**src/rtl/opsched_pkg.sv**
```systemverilog
package opsched_pkg;
  localparam int INSTR_W = 32;
  localparam int AW      = 16;
  localparam int SRC_W   = 8;
  localparam int SLOTS   = 2;

  typedef enum logic [1:0] {FMT_NONE, FMT_TWO, FMT_THREE} fmt_t;
  typedef enum logic [2:0] {ST_IDLE, ST_E1, ST_E3, ST_W1, ST_B3} step_t;

  typedef struct packed {
    logic [SLOTS-1:0]         rd_int;
    logic [SLOTS-1:0][AW-1:0] rd_addr;
    logic                     wr_int;
    logic [AW-1:0]            wr_addr;
    logic                     ext_a_v;
    logic                     ext_a_wr;
    logic [AW-1:0]            ext_a_addr;
    logic                     ext_b_v;
    logic [AW-1:0]            ext_b_addr;
  } acc_plan_t;

  function automatic fmt_t fmt_of(input logic [2:0] code);
    case (code)
      3'b000, 3'b010: return FMT_TWO;
      3'b001:         return FMT_THREE;
      default:        return FMT_NONE;
    endcase
  endfunction

  function automatic acc_plan_t plan_of(input logic [2:0] code, input logic [1:0] mode,
                                        input logic [AW-1:0] fld, input logic [SLOTS-1:0] hit);
    acc_plan_t p;
    fmt_t f;
    logic two, three, m0, m1, st, e0, e1;
    logic [AW-1:0] a0, a1;
    f     = fmt_of(code);
    two   = (f == FMT_TWO);
    three = (f == FMT_THREE);
    m0    = (two | three) & mode[1];
    m1    = three & mode[0];
    st    = two & mode[0];
    a0    = two ? fld : AW'(fld[2*SRC_W-1:SRC_W]);
    a1    = AW'(fld[SRC_W-1:0]);
    e0    = m0 & ~hit[0];
    e1    = m1 & ~hit[1];
    p.rd_int     = {m1 & hit[1], m0 & hit[0] & ~st};
    p.rd_addr[0] = a0;
    p.rd_addr[1] = a1;
    p.wr_int     = m0 & hit[0] & st;
    p.wr_addr    = a0;
    p.ext_a_v    = e0 | e1;
    p.ext_a_wr   = e0 & st;
    p.ext_a_addr = e0 ? a0 : a1;
    p.ext_b_v    = e0 & e1;
    p.ext_b_addr = a1;
    return p;
  endfunction
endpackage

```
**src/rtl/opsched_decode.sv**
```systemverilog
module opsched_decode
  import opsched_pkg::*;
(
  input  logic [INSTR_W-1:0] instr_i,
  input  logic [SLOTS-1:0]   hit_i,
  output acc_plan_t          plan_o
);
  logic [2:0]    code;
  logic [1:0]    mode;
  logic [AW-1:0] fld;
  logic [10:0]   unused_dst_op;

  assign code          = instr_i[31:29];
  assign mode          = instr_i[28:27];
  assign fld           = instr_i[AW-1:0];
  assign unused_dst_op = instr_i[26:16];
  assign plan_o        = plan_of(code, mode, fld, hit_i);
endmodule

```
**src/rtl/opsched_sequencer.sv**
```systemverilog
module opsched_sequencer
  import opsched_pkg::*;
(
  input  logic                  clk_i,
  input  logic                  rst_ni,
  input  logic                  ph_h3_i,
  input  logic                  instr_valid_i,
  input  acc_plan_t             plan_i,
  output logic                  ready_o,
  output logic [SLOTS-1:0]      int_rd_o,
  output logic [SLOTS*AW-1:0]   int_rd_addr_o,
  output logic                  int_wr_o,
  output logic [AW-1:0]         int_wr_addr_o,
  output logic                  ext_start_o,
  output logic                  ext_wr_o,
  output logic [AW-1:0]         ext_addr_o
);
  step_t     step, step_nx;
  acc_plan_t cur;
  logic      take;

  assign ready_o = (step == ST_IDLE) | (step == ST_B3) | ((step == ST_E3) & ~cur.ext_b_v);
  assign take    = instr_valid_i & ph_h3_i & ready_o;

  always_comb begin
    step_nx = step;
    case (step)
      ST_IDLE: step_nx = take ? ST_E1 : ST_IDLE;
      ST_E1:   step_nx = ST_E3;
      ST_E3:   step_nx = take ? ST_E1 : (cur.ext_b_v ? ST_W1 : ST_IDLE);
      ST_W1:   step_nx = ST_B3;
      ST_B3:   step_nx = take ? ST_E1 : ST_IDLE;
      default: step_nx = ST_IDLE;
    endcase
  end

  always_ff @(posedge clk_i or negedge rst_ni) begin
    if (!rst_ni) begin
      step <= ST_IDLE;
      cur  <= '0;
    end else begin
      step <= step_nx;
      if (take) cur <= plan_i;
    end
  end

  assign int_rd_o      = (step == ST_E1) ? cur.rd_int : '0;
  assign int_rd_addr_o = cur.rd_addr;
  assign int_wr_o      = (step == ST_E3) & cur.wr_int;
  assign int_wr_addr_o = cur.wr_addr;
  assign ext_start_o   = ((step == ST_E3) & cur.ext_a_v) | (step == ST_B3);
  assign ext_wr_o      = (step == ST_E3) & cur.ext_a_wr;
  assign ext_addr_o    = (step == ST_B3) ? cur.ext_b_addr : cur.ext_a_addr;

  AST_INT_RD_IN_H1: assert property (@(posedge clk_i) disable iff (!rst_ni)
    (int_rd_o != '0) |-> !ph_h3_i);
  AST_INT_WR_IN_H3: assert property (@(posedge clk_i) disable iff (!rst_ni)
    int_wr_o |-> ph_h3_i);
  AST_EXT_START_IN_H3: assert property (@(posedge clk_i) disable iff (!rst_ni)
    ext_start_o |-> ph_h3_i);
endmodule

```
**src/rtl/opsched_ext_tracker.sv**
```systemverilog
module opsched_ext_tracker
  import opsched_pkg::*;
(
  input  logic          clk_i,
  input  logic          rst_ni,
  input  logic          ph_h3_i,
  input  logic          ext_start_i,
  input  logic          ext_wr_i,
  input  logic [AW-1:0] ext_addr_i,
  output logic          done_o,
  output logic [AW-1:0] done_addr_o
);
  always_ff @(posedge clk_i or negedge rst_ni) begin
    if (!rst_ni) begin
      done_o      <= 1'b0;
      done_addr_o <= '0;
    end else begin
      done_o <= ext_start_i & ~ext_wr_i;
      if (ext_start_i) done_addr_o <= ext_addr_i;
    end
  end

  AST_DONE_IN_H1: assert property (@(posedge clk_i) disable iff (!rst_ni)
    done_o |-> !ph_h3_i);
endmodule

```
**src/rtl/operand_phase_sched.sv**
```systemverilog
module operand_phase_sched
  import opsched_pkg::*;
(
  input  logic                clk_i,
  input  logic                rst_ni,
  input  logic                ph_h3_i,
  input  logic                instr_valid_i,
  input  logic [31:0]         instr_i,
  input  logic [1:0]          map_int_i,
  output logic                ready_o,
  output logic [1:0]          int_rd_o,
  output logic [31:0]         int_rd_addr_o,
  output logic                int_wr_o,
  output logic [15:0]         int_wr_addr_o,
  output logic                ext_start_o,
  output logic                ext_wr_o,
  output logic [15:0]         ext_addr_o,
  output logic                ext_rd_done_o,
  output logic [15:0]         ext_rd_done_addr_o
);
  acc_plan_t plan;

  opsched_decode u_decode (
    .instr_i (instr_i),
    .hit_i   (map_int_i),
    .plan_o  (plan)
  );

  opsched_sequencer u_seq (
    .clk_i         (clk_i),
    .rst_ni        (rst_ni),
    .ph_h3_i       (ph_h3_i),
    .instr_valid_i (instr_valid_i),
    .plan_i        (plan),
    .ready_o       (ready_o),
    .int_rd_o      (int_rd_o),
    .int_rd_addr_o (int_rd_addr_o),
    .int_wr_o      (int_wr_o),
    .int_wr_addr_o (int_wr_addr_o),
    .ext_start_o   (ext_start_o),
    .ext_wr_o      (ext_wr_o),
    .ext_addr_o    (ext_addr_o)
  );

  opsched_ext_tracker u_trk (
    .clk_i       (clk_i),
    .rst_ni      (rst_ni),
    .ph_h3_i     (ph_h3_i),
    .ext_start_i (ext_start_o),
    .ext_wr_i    (ext_wr_o),
    .ext_addr_i  (ext_addr_o),
    .done_o      (ext_rd_done_o),
    .done_addr_o (ext_rd_done_addr_o)
  );

  AST_STORE_NO_DONE: assert property (@(posedge clk_i) disable iff (!rst_ni)
    (ext_start_o && ext_wr_o) |=> !ext_rd_done_o);
  AST_STARTS_SPACED: assert property (@(posedge clk_i) disable iff (!rst_ni)
    ext_start_o |=> !ext_start_o);
endmodule

```
**config.mk**
```make
export PLATFORM = sky130hd
export DESIGN_NAME = operand_phase_sched
export DESIGN_NICKNAME = d
export VERILOG_FILES = /design/src/rtl/opsched_pkg.sv /design/src/rtl/opsched_decode.sv /design/src/rtl/opsched_sequencer.sv /design/src/rtl/opsched_ext_tracker.sv /design/src/rtl/operand_phase_sched.sv
export SDC_FILE = /design/constraint.sdc
export NUM_CORES = 1
export LEC_CHECK = 0
export ABC_AREA = 1
export ABC_CLOCK_PERIOD_IN_PS = 1650
export BUFFER_PORTS_ARGS = -buffer_cell sky130_fd_sc_hd__buf_2
export CORE_MARGIN = 1
export CORE_UTILIZATION = 26
export CTS_CLUSTER_DIAMETER = 80
export DETAILED_ROUTE_END_ITERATION = 10
export PLACE_DENSITY_LB_ADDON = 0.25
export REMOVE_ABC_BUFFERS = 1
export SLEW_MARGIN = 10
export SYNTH_ARGS = -nofsm -noshare
export SYNTH_HDL_FRONTEND = slang
export SYNTH_SLANG_ARGS = --single-unit
```
**constraint.sdc**
```tcl
create_clock -name clk_i -period 1.65 [get_ports clk_i]
set_input_delay 0.33 -clock clk_i [delete_from_list [all_inputs] [get_ports clk_i]]
set_output_delay 0.33 -clock clk_i [all_outputs]
set_load 0.01 [all_outputs]
```
* Word level (Yosys, flattened, before mapping)
Index checks and enable logic that the tools add are counted.
** Word-level totals
- Output and inout port bits :: 87
- Logic and storage cells :: 60
- Bits of input ports :: 38
- Bits in registers :: 66
** Cells by class
- Reductions and logical operators :: 4
- Equal/unequal tests :: 8
- Muxes and demuxes :: 9
- Bitwise gates (word level) :: 28
** Operators with widths (count)
- 2-to-1 mux 16 bit :: 3
- AND 1 bit :: 18
- one-hot mux 3 bit (4 select lines) :: 1
- == test 3 x 2 -> 1 bit, second input constant :: 3
- == test 3 x 1 -> 1 bit, second input constant :: 2
- logical NOT 3 bit :: 2
- NOT 1 bit :: 5
- bitwise OR 1 bit :: 5
- 2-to-1 mux 2 bit :: 2
- one-hot mux 2 bit (2 select lines) :: 1
- OR reduction 2 bit :: 2
- == test 3 bit, second input constant :: 1
- 2-to-1 mux 3 bit :: 1
- == test 2 x 1 -> 1 bit, second input constant :: 1
- == test 2 bit, second input constant :: 1
- 2-to-1 mux 1 bit :: 1

* Longest topological paths before layout
- Depth in word-level cells :: 8
- Gate-level depth with buffers :: 12

* Cells and area by module
Synthesis repeated with hierarchy kept, for this count alone.
** Second synthesis, totals
- Cell total of the unflattened synthesis :: 720
- Area, all modules :: 5715.5 sq um
** By module, submodules not included
- opsched_sequencer :: area an instance 4186.5 sq um, sequential area each 2227.1 sq um, instances 1, cells an instance 503
- opsched_decode :: area an instance 855.8 sq um, sequential area each 0.0 sq um, instances 1, cells an instance 147
- opsched_ext_tracker :: area an instance 673.1 sq um, sequential area each 425.4 sq um, instances 1, cells an instance 70

* Least setup slack after synthesis
OpenSTA, ideal clock, no wires.
- Path kind :: input -> register
- Start :: input instr_i[30]
- End :: register u_seq.cur[32] (netlist name)
- Arrival :: 1.556 ns
- Required time :: 1.585 ns
- Stages on the path :: 9
- Setup time :: 0.065 ns
- Slack :: 0.029 ns
- Path through :: nor3_1 > inv_1 > ha_1 > inv_1 > nand3b_2 > buf_2 > nor2_1 > nand3_2 > nand2_1
** On the way
- Cells in the longest elaborated chain, start to end :: 8
- Elaborated cells between the ends (all ways) :: 12
- Classes of those cells :: eq/ne: 4; mux: 3; bitwise: 3; reduce/logical: 2
** RTL lines
- start, declared :: RTL line operand_phase_sched.sv:8 : input logic [31:0] instr_i,
- == test 3 x 2 -> 1 bit / logical NOT 3 bit (equally long branches) :: RTL line opsched_pkg.sv:23 : case (code)
- OR reduction 2 bit :: RTL line opsched_pkg.sv:23
- one-hot mux 2 bit (2 select lines) (*) :: RTL line opsched_pkg.sv:23
- == test 2 x 1 -> 1 bit / == test 2 bit (equally long branches) :: RTL line opsched_pkg.sv:37, opsched_pkg.sv:38
- bitwise OR 1 bit :: RTL line opsched_pkg.sv:39 : m0 = (two | three) & mode[1];
- AND 1 bit :: RTL line opsched_pkg.sv:39
- AND 1 bit :: RTL line opsched_pkg.sv:44 : e0 = m0 & ~hit[0];
- 2-to-1 mux 16 bit (*) :: RTL line opsched_pkg.sv:53 : p.ext_a_addr = e0 ? a0 : a1;
- end signal, assigned :: RTL line opsched_sequencer.sv:43 : if (take) cur <= plan_i;
- end, declared :: RTL line opsched_sequencer.sv:19 : acc_plan_t cur;
Mark *: on every way between the ends. The rest lies on a longest branch, timed or not.
A chain may end at the register's enable or synchronous reset.

* Worst setup path in the final report
- Start :: register u_seq.step[0]
- End :: output ext_addr_o[1]
** On the way
- Cells in the longest elaborated chain, start to end :: 2
** RTL lines
- start, declared :: RTL line opsched_sequencer.sv:18 : step_t step, step_nx;
- start signal, assigned :: RTL line opsched_sequencer.sv:42 : step <= step_nx;
- == test 3 bit :: RTL line opsched_sequencer.sv:53 : assign ext_addr_o = (step == ST_B3) ? cur.ext_b_addr : cur.ext_a_addr;
- 2-to-1 mux 16 bit :: RTL line opsched_sequencer.sv:53
- end, declared :: RTL line operand_phase_sched.sv:17 : output logic [15:0] ext_addr_o,
No other way between the ends.

==> summary.txt <==
Floorplanning
  • Num rows: 43
  • Core Area: approximately 0.014 mm²
  • Die Ht: around 120 µm
  • Die X: approximately 120 µm
  • Initial core utilization: 26.7%
  • Die area: between 0.01 and 0.015 mm²
  • # IOs: 125

STA
  • Final setup viols: 18
  • Fin crit share: 105%
  • Final setup margin: -0.0887 ns
  • F_max: approximately 580 MHz
  • Worst Skew: between 0.004 and 0.005 ns
  • Pins Over Slew Limit: 0
  • Final Hold Viols: 0
  • Tmin final: approximately 1.7 ns
  • Unrepaired setup endpoints after global routing: true
  • Final hold slack: ~0.26 ns

Layout
  • Area delta synth->final: 29.1%
  • # diodes: 0
  • Most common cell after layout, fill and taps aside: nand2_1
  • Commonest cells after routing, fill and taps aside: nand2_1, buf_2, dfrtp_1, nand3_1, buf_4
  • Fin nets: a little over 600
  • Share of cells above drive strength 1: 34.6%

Worst setup path
  • RR Endpoint: u_seq.cur[28]$_DFFE_PN0P_
  • CP max stage cell: dfrtp_1
  • CP delay by family, top: flip-flops
  • Cell mode on critical path: nand2_4
  • Crit path kind: flop to primary output
  • CP cell instances: nor2_4 > nand2_4 > buf_12 > nand2_2 > nand2_4 > buf_6
  • Reg2Reg Launch Point: u_seq.step[2]$_DFF_PN0_
  • Critical Path End Type: primary output
  • Setup crit start kind: flop
  • Worst stage delay on the critical path: roughly 0.41 ns
  • Reg2Reg Setup Slack: approximately 0.090 ns
  • Crit path DAT: 1.41 ns
  • Crit-path max FO: 8
  • Worst Path Required: between 1 and 1.5 ns
  • R2R depth: 7
  • Critical path buffer and inverter count: 2

Yosys
  • YS warnings: 0
  • Post-synth top area cell: dfrtp_1
  • Area fraction of the dominant cell type after synthesis: between 40% and 50%
  • Synthesized-area fraction occupied by adder cells: less than 1%
  • XOR/XNOR Fraction of Synth Area: 0%
  • Sequential share of the synthesized area: around 45%
  • Distinct cells, synth: 23
  • Compound-Gate Fraction of Synth Area: less than 1%
  • Post-Syn Instances: 480
  • Yosys reg bits: 66
  • Syn Std Cell Area: roughly 0.0037 mm²
  • Main combinational cell family by area after synthesis: simple AND/OR/NAND/NOR gates
  • Mapped Avg Cell Area: roughly 7.7 µm²
  • Ranking of synthesized cells by area: dfrtp_1, nand2_1, buf_4
  • Simple-gate area share of the yosys netlist: roughly 37%
  • Mux share of post-synthesis cell area: 0%

Flow run
  • Maximum capacitance violations: 0

Global routing
  • Vias in the first global route: roughly 3000
  • First-pass GRT wire length: around 15000 µm
  • GR Overflow Total: 0
  • Total track usage: between 10% and 20%
  • Initial antenna violation count: 0
  • Largest net degree at the start of global routing: between 50 and 60

Route
  • Remaining DRCs: 0
  • Via count: 3111
  • Vias/cell: around 4.1
  • Antenna viol nets, final: 0
  • Initial drt markers: between 200 and 300
  • Routed WL: between 9000 and 10000 µm
  • Drt pass-1 iters: 4
  • Wire per inst: 12.5 µm

Power and ir drop
  • Tot Pwr: between 5 and 6 mW
  • VDD IR max: between 0.4 and 0.5 mV
  • Leakage: between 2 and 3 nW
  • Power per cell area: 1220 mW/mm²

Status
  • Outcome: finished with violations
  • Failing checks: setup timing

CTS
  • CTS H-tree lvls: 3
  • CTS tree: built
  • TritonCTS Sinks: 66
  • CTS root buf: clkbuf_16
  • TritonCTS Buffers: 9
  • Reg clk slew, reported paths: roughly 0.060 ns
  • Clock buffer depth: 2
  • Insertion delay to the later sink of the worst-skew pair: approximately 0.33 ns

Placement
  • DP Wirelength: 6520 µm
  • RePlAce Congestion: 0.799
  • Port Buffers: around 110

Worst hold path
  • Hold Path Cell Cnt: 3
  • Min-Delay Startpoint: instr_i[1]
  • Hold Crit Endpoint: u_seq.int_rd_addr_o[17]$_DFFE_PN0P_
  • Worst min path class: input port to flop
[report_power, final]
| part | internal [mW] | switching (mW) |
|---|---|---|
| Combinational | 0.652 | 0.831 |
| Sequential | 1.90 | 0.197 |
| Clock | 1.52 | 0.732 |
| Total | 4.07 | 1.76 |
[layout make-up]
class	count	area, µm²
Tap cell	180	225
Multi-Input combinational cell	328	1550
Fill cell	1460	9100
Inverter	26	115
Sequential cell	66	1650
Clock buffer	10	239
Timing Repair Buffer	136	886
Clock inverter	6	114
[state kept, by name, indices dropped and copies added, names as in the netlist]
name,count
u_seq.int_rd_addr_o,24
u_seq.cur,22
u_trk.done_addr_o,16
u_seq.step,3
u_trk.done_o,1
[per-stage QoR]
stage | setup slack [ns] | utilization, % | area (µm²) | std cells | setup TNS (ns)
6_report | -0.0887 | 34.5 | 4780 | 752 | -0.792
5_1_grt | -0.146 | 34.5 | 4780 | 752 | -2.48
4_1_cts | -0.104 | 33.8 | 4690 | 749 | -1.08
3_5_place_dp | -0.117 | 29.3 | 4060 | 715 | -1.67
3_3_place_gp | -0.104 | 29.3 | 4060 | 715 | -1.43
2_1_floorplan | -0.215 | - | 3190 | 420 | -9.38
[synthesized netlist by cell type]
cell	count
inv_4	2
nand3b_1	9
nor2_2	1
nand3_1	35
nand2_2	4
o21ai_0	2
buf_6	2
a21oi_1	1
nand3b_2	1
dfrtp_1	66
conb_1	1
buf_2	7
nor3_1	2
inv_1	23
nand3_2	7
nor2_1	28
buf_4	54
inv_2	1
nand2_4	4
nor2_4	1
nand2_1	223
ha_1	2
buf_12	4
[worst max-delay path by stage]
stage,from,to,slack (ns),depth (start not counted)
floorplan,instr_valid_i,u_seq.cur[17]$_DFFE_PN0P_,-0.21,5
global placement,instr_i[30],u_seq.cur[23]$_DFFE_PN0P_,-0.10,12
detailed placement,instr_i[30],u_seq.cur[23]$_DFFE_PN0P_,-0.12,12
CTS,u_seq.step[0]$_DFF_PN0_,ext_addr_o[1],-0.10,6
global route,u_seq.step[0]$_DFF_PN0_,ext_addr_o[1],-0.15,6
finish,u_seq.step[0]$_DFF_PN0_,ext_addr_o[1],-0.09,6
[worst register-to-register path, stage by stage, from the launching register on]
cell,delay [ns]
dfrtp_2,0.45
nor2_4,0.20
nand3_2,0.12
nand2_4,0.10
buf_4,0.16
buf_12,0.21
nand3_1,0.16
nand2_1,0.09
[logic make-up after synthesis]
kind of cell,Yosys count
AO/OA/AOI/OAI,3
buffers and inverters,93
adder cells (fa/ha/maj),2
flip-flops,66
AND/OR/NAND/NOR,315
other,1
[routing by layer]
| layer | wire, µm | vias up | GRT usage, % |
|---|---|---|---|
| li1 | - | 1593 | - |
| met1 | 4280 | 1410 | 17.5 |
| met2 | 4380 | 89 | 21.5 |
| met3 | 457 | 19 | 2.26 |
| met4 | 276 | 0 | 7.72 |
| met5 | 0 | - | 0 |
[timing repair]
item | 4_1_cts | 5_1_grt
setup endpoints to repair | 22 | 67
pin swaps | 10 | 3
endpoints found under the hold margin | 12 | 0
setup buffers | 17 | 3
resized for setup | 38 | 15
hold buffers | 1 | 0
Power figures use the tool's default switching activity.
